[src/rtl/irqc_pkg.sv]
package irqc_pkg;
  localparam int LANE_W      = 8;
  localparam int LANES_PER_B = 4;
  localparam int WORD_W      = LANE_W * LANES_PER_B;

  typedef enum logic [1:0] {
    REG_SET  = 2'd0,
    REG_CLR  = 2'd1,
    REG_RSV  = 2'd2,
    REG_STAT = 2'd3
  } irqc_reg_e;

  // register index from the low nibble of a byte address
  function automatic irqc_reg_e reg_of(input logic [3:0] lo);
    return irqc_reg_e'(lo[3:2]);
  endfunction

  // lanes of a bank that belong to an existing group
  function automatic logic [WORD_W-1:0] lane_mask(input int bank, input int ngroups);
    logic [WORD_W-1:0] m;
    m = '0;
    for (int l = 0; l < LANES_PER_B; l++)
      if (bank * LANES_PER_B + l < ngroups) m[l*LANE_W +: LANE_W] = {LANE_W{1'b1}};
    return m;
  endfunction
endpackage

[src/rtl/irqc_enable_bank.sv]
module irqc_enable_bank
  import irqc_pkg::*;
#(
  parameter int NUM_GROUPS = 6,
  parameter int BANK       = 0
) (
  input  logic              clk,
  input  logic              rst_n,
  input  logic              wr_hit,
  input  irqc_reg_e         reg_sel,
  input  logic [WORD_W-1:0] wdata,
  output logic [WORD_W-1:0] en_word
);
  localparam logic [WORD_W-1:0] VALID = lane_mask(BANK, NUM_GROUPS);

  logic do_set, do_clr;
  assign do_set = wr_hit && (reg_sel == REG_SET);
  assign do_clr = wr_hit && (reg_sel == REG_CLR);

  always_ff @(posedge clk) begin
    if (!rst_n)      en_word <= '0;
    else if (do_set) en_word <= en_word | (wdata & VALID);
    else if (do_clr) en_word <= en_word & ~wdata;
  end


  set_bits_chk: assert property (@(posedge clk) disable iff (!rst_n)
    do_set |=> ((en_word & $past(wdata & VALID)) == $past(wdata & VALID)));


  clr_bits_chk: assert property (@(posedge clk) disable iff (!rst_n)
    do_clr |=> ((en_word & $past(wdata)) == '0));


  en_hold_chk: assert property (@(posedge clk) disable iff (!rst_n)
    !(do_set || do_clr) |=> $stable(en_word));
endmodule

[src/rtl/irqc_group_out.sv]
module irqc_group_out
  import irqc_pkg::*;
(
  input  logic              clk,
  input  logic              rst_n,
  input  logic [LANE_W-1:0] lvl,
  input  logic [LANE_W-1:0] en,
  output logic              irq_q
);
  logic grp_hit;
  assign grp_hit = |(lvl & en);

  always_ff @(posedge clk) begin
    if (!rst_n) irq_q <= 1'b0;
    else        irq_q <= grp_hit;
  end


  grp_quiet_chk: assert property (@(posedge clk) disable iff (!rst_n)
    (en == '0) |=> !irq_q);
endmodule

[src/rtl/irq_group_combiner.sv]
module irq_group_combiner
  import irqc_pkg::*;
#(
  parameter int NUM_GROUPS = 6,
  parameter int ADDR_W     = 8
) (
  input  logic                       clk,
  input  logic                       rst_n,
  input  logic [NUM_GROUPS*8-1:0]    irq_in,
  input  logic                       wr_en,
  input  logic [ADDR_W-1:0]          addr,
  input  logic [31:0]                wdata,
  output logic [31:0]                rdata,
  output logic [NUM_GROUPS-1:0]      group_irq
);
  localparam int NUM_IN = NUM_GROUPS * LANE_W;
  localparam int BANKS  = (NUM_GROUPS + LANES_PER_B - 1) / LANES_PER_B;
  localparam int PAD_W  = BANKS * WORD_W;
  localparam int BANK_W = ADDR_W - 4;

  logic [PAD_W-1:0]  lvl_pad;
  logic [PAD_W-1:0]  en_pad;
  logic [BANK_W-1:0] bank_sel;
  irqc_reg_e         reg_sel;
  logic [BANKS-1:0]  wr_hit;

  assign lvl_pad  = PAD_W'(irq_in);
  assign bank_sel = addr[ADDR_W-1:4];
  assign reg_sel  = reg_of(addr[3:0]);

  for (genvar b = 0; b < BANKS; b++) begin : g_bank
    assign wr_hit[b] = wr_en && (bank_sel == BANK_W'(b));
    irqc_enable_bank #(.NUM_GROUPS(NUM_GROUPS), .BANK(b)) u_en (
      .clk    (clk),
      .rst_n  (rst_n),
      .wr_hit (wr_hit[b]),
      .reg_sel(reg_sel),
      .wdata  (wdata),
      .en_word(en_pad[b*WORD_W +: WORD_W])
    );
  end

  for (genvar g = 0; g < NUM_GROUPS; g++) begin : g_grp
    irqc_group_out u_grp (
      .clk  (clk),
      .rst_n(rst_n),
      .lvl  (lvl_pad[g*LANE_W +: LANE_W]),
      .en   (en_pad[g*LANE_W +: LANE_W]),
      .irq_q(group_irq[g])
    );
  end

  always_comb begin
    rdata = '0;
    for (int b = 0; b < BANKS; b++) begin
      if (bank_sel == BANK_W'(b)) begin
        case (reg_sel)
          REG_SET, REG_CLR: rdata = en_pad[b*WORD_W +: WORD_W];
          REG_STAT:         rdata = en_pad[b*WORD_W +: WORD_W] & lvl_pad[b*WORD_W +: WORD_W];
          default:          rdata = '0;
        endcase
      end
    end
  end


  rsv_zero_chk: assert property (@(posedge clk) disable iff (!rst_n)
    (reg_sel == REG_RSV) |-> (rdata == '0));


  far_bank_chk: assert property (@(posedge clk) disable iff (!rst_n)
    (32'(bank_sel) >= BANKS) |-> (rdata == '0));
endmodule

[config.mk]
export PLATFORM = sky130hd
export DESIGN_NAME = irq_group_combiner
export DESIGN_NICKNAME = d
export VERILOG_FILES = /design/src/rtl/irqc_pkg.sv /design/src/rtl/irqc_enable_bank.sv /design/src/rtl/irqc_group_out.sv /design/src/rtl/irq_group_combiner.sv
export SDC_FILE = /design/constraint.sdc
export NUM_CORES = 1
export LEC_CHECK = 0
export BUFFER_PORTS_ARGS = -buffer_cell sky130_fd_sc_hd__buf_4
export CAP_MARGIN = 0
export CORE_ASPECT_RATIO = 1.25
export CORE_UTILIZATION = 55
export CTS_CLUSTER_DIAMETER = 30
export DETAILED_ROUTE_END_ITERATION = 16
export HOLD_SLACK_MARGIN = 0.02
export PLACE_DENSITY = 0.91
export RECOVER_POWER = 100
export SLEW_MARGIN = 0
export SYNTH_ARGS = -nofsm -noshare
export SYNTH_HDL_FRONTEND = slang
export SYNTH_HIERARCHICAL = 1
export SYNTH_SLANG_ARGS = --single-unit
[constraint.sdc]
create_clock -name clk -period 2.9 [get_ports clk]
set_clock_uncertainty 0.2 [all_clocks]
set_input_delay 0.58 -clock clk [delete_from_list [all_inputs] [get_ports clk]]
set_output_delay 0.58 -clock clk [all_outputs]
set_load 0.005 [all_outputs]
---- Word level (Yosys, flattened, before mapping) ----
Cells that the tools add are included.
cells by class
  equality and inequality tests ........... 3
  multiplexer cells ....................... 8
  bitwise operators ....................... 13
  reductions and logical operators ........ 17
operators with widths
  kind                                                                   number
  32-bit two-way mux                                                     6
  32-bit one-hot mux with 2 select lines                                 2
  32-bit bitwise AND                                                     3
  8-bit bitwise AND                                                      6
  8-bit OR reduction                                                     6
  32-bit by 16-bit bitwise AND with 32-bit output                        1
  32-bit NOT                                                             1
  32-bit by 16-bit OR with 32-bit output                                 1
  32-bit OR                                                              1
  1-bit logical AND                                                      6
  4-bit by 1-bit equality test with 1-bit output, second input constant  1
  4-bit zero test                                                        1
  2-bit nonzero test                                                     2
  2-bit by 1-bit equality test with 1-bit output, second input constant  1
  2-bit equality test, second input constant                             1
  2-bit zero test                                                        1
  2-bit OR reduction                                                     1
storage, ports and cells
  register bits ........................... 70
  bits of input ports ..................... 91
  output and inout bits ................... 38
  word-level logic and storage cells ...... 49

---- Logic depth before layout (Yosys ltp) ----
  word-level depth ........................ 5
  mapped depth ............................ 9
  depth with buffers taken out ............ 5

---- Cells and area by module ----
The synthesis kept the hierarchy.
by module, submodules not included
  module                              instances  cells each  area each (sq um)  sequential area each (sq um)
  irqc_enable_bank at g_bank[0].u_en  1          142         1,407.6            640.6
  irqc_enable_bank at g_bank[1].u_en  1          125         1,253.7            640.6
  irq_group_combiner                  1          186         1,206.2            0.0
  irqc_group_out                      6          7           62.6               20.0

---- Worst setup path before layout ----
OpenSTA, ideal clock, no wires.
  kind .................................... input port to output port
  start ................................... input addr[5]
  end ..................................... output rdata[21]
  arrival time ............................ 1,379 ps
  data required time ...................... 2,120 ps
  setup slack ............................. 741 ps
  stages on the path ...................... 4
  path buffers ............................ 2
  cells stage by stage .................... or3_1 -> buf_6 -> buf_8 -> a211oi_2
between the ends
  cells in the longest elaborated chain, start to end .. 3
  elaborated cells on any way between the ends .. 4
  those cells by class .................... eq/ne (1); mux (2); reduce/logical (1)
ends and longest elaborated chain
  item                    line                      source
  start, declared         irq_group_combiner.sv:11  input logic [ADDR_W-1:0] addr,
  4-bit zero test         irq_group_combiner.sv:56  if (bank_sel == BANK_W'(b)) begin
  32-bit two-way mux      irq_group_combiner.sv:56
  32-bit two-way mux (*)  irq_group_combiner.sv:56
  end, declared           irq_group_combiner.sv:13  output logic [31:0] rdata,
Every way passes the cells marked *; elsewhere a longest branch is shown, timed or not.

---- Final worst setup path ----
  start ................................... input addr[2]
  end ..................................... output rdata[1]
between the ends
  cells in the longest elaborated chain, start to end .. 5
  elaborated cells on any way between the ends .. 8
  those cells by class .................... eq/ne (2); mux (4); reduce/logical (2)
ends and longest elaborated chain
  item                                                                                      line                      source
  2-bit by 1-bit equality test with 1-bit output / 2-bit zero test (equally long branches)  irq_group_combiner.sv:57  case (reg_sel)
  2-bit OR reduction                                                                        irq_group_combiner.sv:57
  32-bit one-hot mux with 2 select lines                                                    irq_group_combiner.sv:57
  32-bit two-way mux                                                                        irq_group_combiner.sv:56
  32-bit two-way mux (*)                                                                    irq_group_combiner.sv:56
Marked as above.

==> metrics.csv <==
stage,metric,value,unit
status,status,"complete, but fails checks",
status,violations,"capacitance limit, slew limit",
logic_synthesis,syn-num-nets,586,
critical_path,crit_family,buffers and inverters,
cells_and_area,stdcell_count,698,
placed_design,dp.cells,683,
drt,routedWlPerCell,17.0,um
floorplan,row_count,35,
logic_synthesis,synth_edf_count,0,
placed_design,hpwlAfterDp,8.16,mm
cells_and_area,diodes,0,
cells_and_area,area_delta_synth_final,24.7,%
floorplan,die_x,80.6,um
critical_path,critPathMaxStageDelay,560,ps
cells_and_area,multi_input_area,2460,sq um
logic_synthesis,synth_commonest_cells,"nand2_1 (113), dfxtp_1 (70), mux2i_1 (64)",
clocking,clkTransAtPathRegs,70,ps
logic_synthesis,synth_top_area_cell,dfxtp_1,
logic_synthesis,syn_area,4240,sq um
clocking,cts_inserted_buffers,9,
power,leakage,2.29,nW
logic_synthesis,syn_inst,495,
drt,via_count,4149,
critical_path,crit_required,2120,ps
clocking,cts.path.max_buffers,2,
timing,drv_slew,38,
critical_path,crit_chain,buf_4 > clkbuf_2 > nand2_1 > a21oi_1 > o21a_1 > clkbuf_4,
placed_design,portBuffers,126,
clocking,cts_root_buf,clkbuf_8,
timing,post-route-period-util,90.3,%
critical_path,cp.arrival,1840,ps
global_route,overflow,0,
placed_design,place_ws,380,ps
drt,drc,0,
timing,worst_slew_pin_slew,1570,ps
power,powerDensity,399,nW/um^2
global_route,first_global_vias,4189,
timing,max-slew-margin-rel,-4.49,%
drt,antenna_left,0,
logic_synthesis,async_flop_share,0,%
critical_path,cp_slowest_cell,clkbuf_2,
clocking,cts_tree,done,
global_route,antenna_found_initial,0,
logic_synthesis,synth_most_common_cell,nand2_1,
drt,vias_per_cell,5.94,
drt,wl,11.9,mm
clocking,cts_resized,0,
floorplan,ios,129,
logic_synthesis,synth_seq_cells,70,
cells_and_area,fillers,537,
logic_synthesis,yosysUniqueCellTypes,28,
timing,holdWs,209,ps
timing,period_needed,2620,ps
critical_path,path_class,input port to primary output,
logic_synthesis,synthFlopType,dfxtp_1,
floorplan,fp.dieArea,8070,sq um
cells_and_area,final_nets,693,
drt,firstDrtPassIters,5,
global_route,grt_max_degree,43,
logic_synthesis,syn_avg_cell_area,8.57,sq um
timing,rsz0062_at_grt,false,
clocking,clk_latency,340,ps
power,ir_drop,0.234,mV
timing,fmax,382,MHz
logic_synthesis,yosys_warnings,6,
global_route,grt_pass1_wl,19.0,mm
critical_path,crit_path_end_kind,primary output,
placed_design,place_congestion,0.807,
critical_path,path_max_fanout,35,
global_route,grt_util_all_layers,30.3,%
clocking,clkSinkCount,70,
logic_synthesis,synth_top_cells_by_area,"dfxtp_1 (33%), mux2i_1 (15%), nand2_1 (10%)",
floorplan,initial_core_util,57.3,%
clocking,postCtsSetupBuffers,0,
logic_synthesis,synth_top_area_share,33.0,%
job,drv_cap,1,
timing,fin_setup_tns,0,ps
cells_and_area,regArea,1400,sq um
drt,initialDrtViolationCount,322,
floorplan,coreArea,7400,sq um
clocking,h-tree-depth,3,
clocking,ctsHoldBuffers,0,
timing,setup-violations-final,0,
hold_path,min_path_type,input port to flop,
critical_path,start_kind,input port,
cells_and_area,layout-drive-gt1-share,28.4,%
timing,final_hold_viol_count,0,
logic_synthesis,ys_seq_area_share,33.0,%
critical_path,path_buf_inv,3,
timing,fin_ws,283,ps
floorplan,die_h,100,um
through the flow:
step	utilization [%]	area, sq um	total power, mW
2_1_floorplan	-	4240	1.11
3_3_place_gp	69.6	5150	1.25
3_5_place_dp	69.6	5150	1.25
4_1_cts	72.5	5370	2.11
5_1_grt	71.5	5290	2.18
6_report	71.5	5290	2.11
power by group:
| group | leakage, nW | internal [mW] | switching [mW] | total [mW] |
|---|---|---|---|---|
| Sequential | 0.564 | 0.964 | 0.00268 | 0.967 |
| Combinational | 1.61 | 0.124 | 0.138 | 0.262 |
| Clock | 0.115 | 0.524 | 0.356 | 0.879 |
| Total | 2.29 | 1.61 | 0.496 | 2.11 |
path summary, 6_finish.rpt:
check | start | end | slack (ps) | cells past startpoint
max | addr[2] | rdata[1] | 280 | 6
min | wdata[26] | g_bank[1].u_en/en_word[26] | 210 | 2
max reg2reg | flop | g_grp[3].u_grp/irq_q | 1810 | 2
min reg2reg | g_bank[1].u_en/en_word[21] | g_bank[1].u_en/en_word[21] | 230 | 2
kinds of logic after synthesis:
group,Yosys count,synth area share (%)
flip-flops,70,33.0
AO/OA/AOI/OAI,110,18.9
AND/OR/NAND/NOR,201,25.4
buffers and inverters,50,7.64
multiplexers,64,15.1
cell usage in the layout (no fill, tap or decap), types with 6 or more instances in the layout:
cell type and instances:
nand3_1 6, a21oi_2 9, inv_1 6, nand2b_1 18, o21a_1 16, a22oi_1 24, a41oi_1 6, nand3_2 10
mux2i_1 64, a21oi_1 39, nand2_1 113, dfxtp_1 70, nand3b_1 48, a211oi_1 15, clkbuf_4 22, buf_4 108
clkbuf_8 11
cell type report:
class | count | area share, %
Clock buffer | 11 | 2.86
Clock inverter | 4 | 1.32
Inverter | 6 | 0.426
Multi-Input combinational cell | 375 | 46.6
Sequential cell | 70 | 26.5
Tap cell | 92 | 2.18
Timing Repair Buffer | 140 | 20.2
per-layer routing:
layer  track usage (%)  share of wire [%]  vias to the layer above
met5                 0                  0                        -
met4              15.5                2.6                        0
met3              4.18                6.7                       28
met2              54.0                 50                      190
met1              34.6                 41                     1964
li1                  -                  -                     1967
Power figures use the tool's default switching activity.
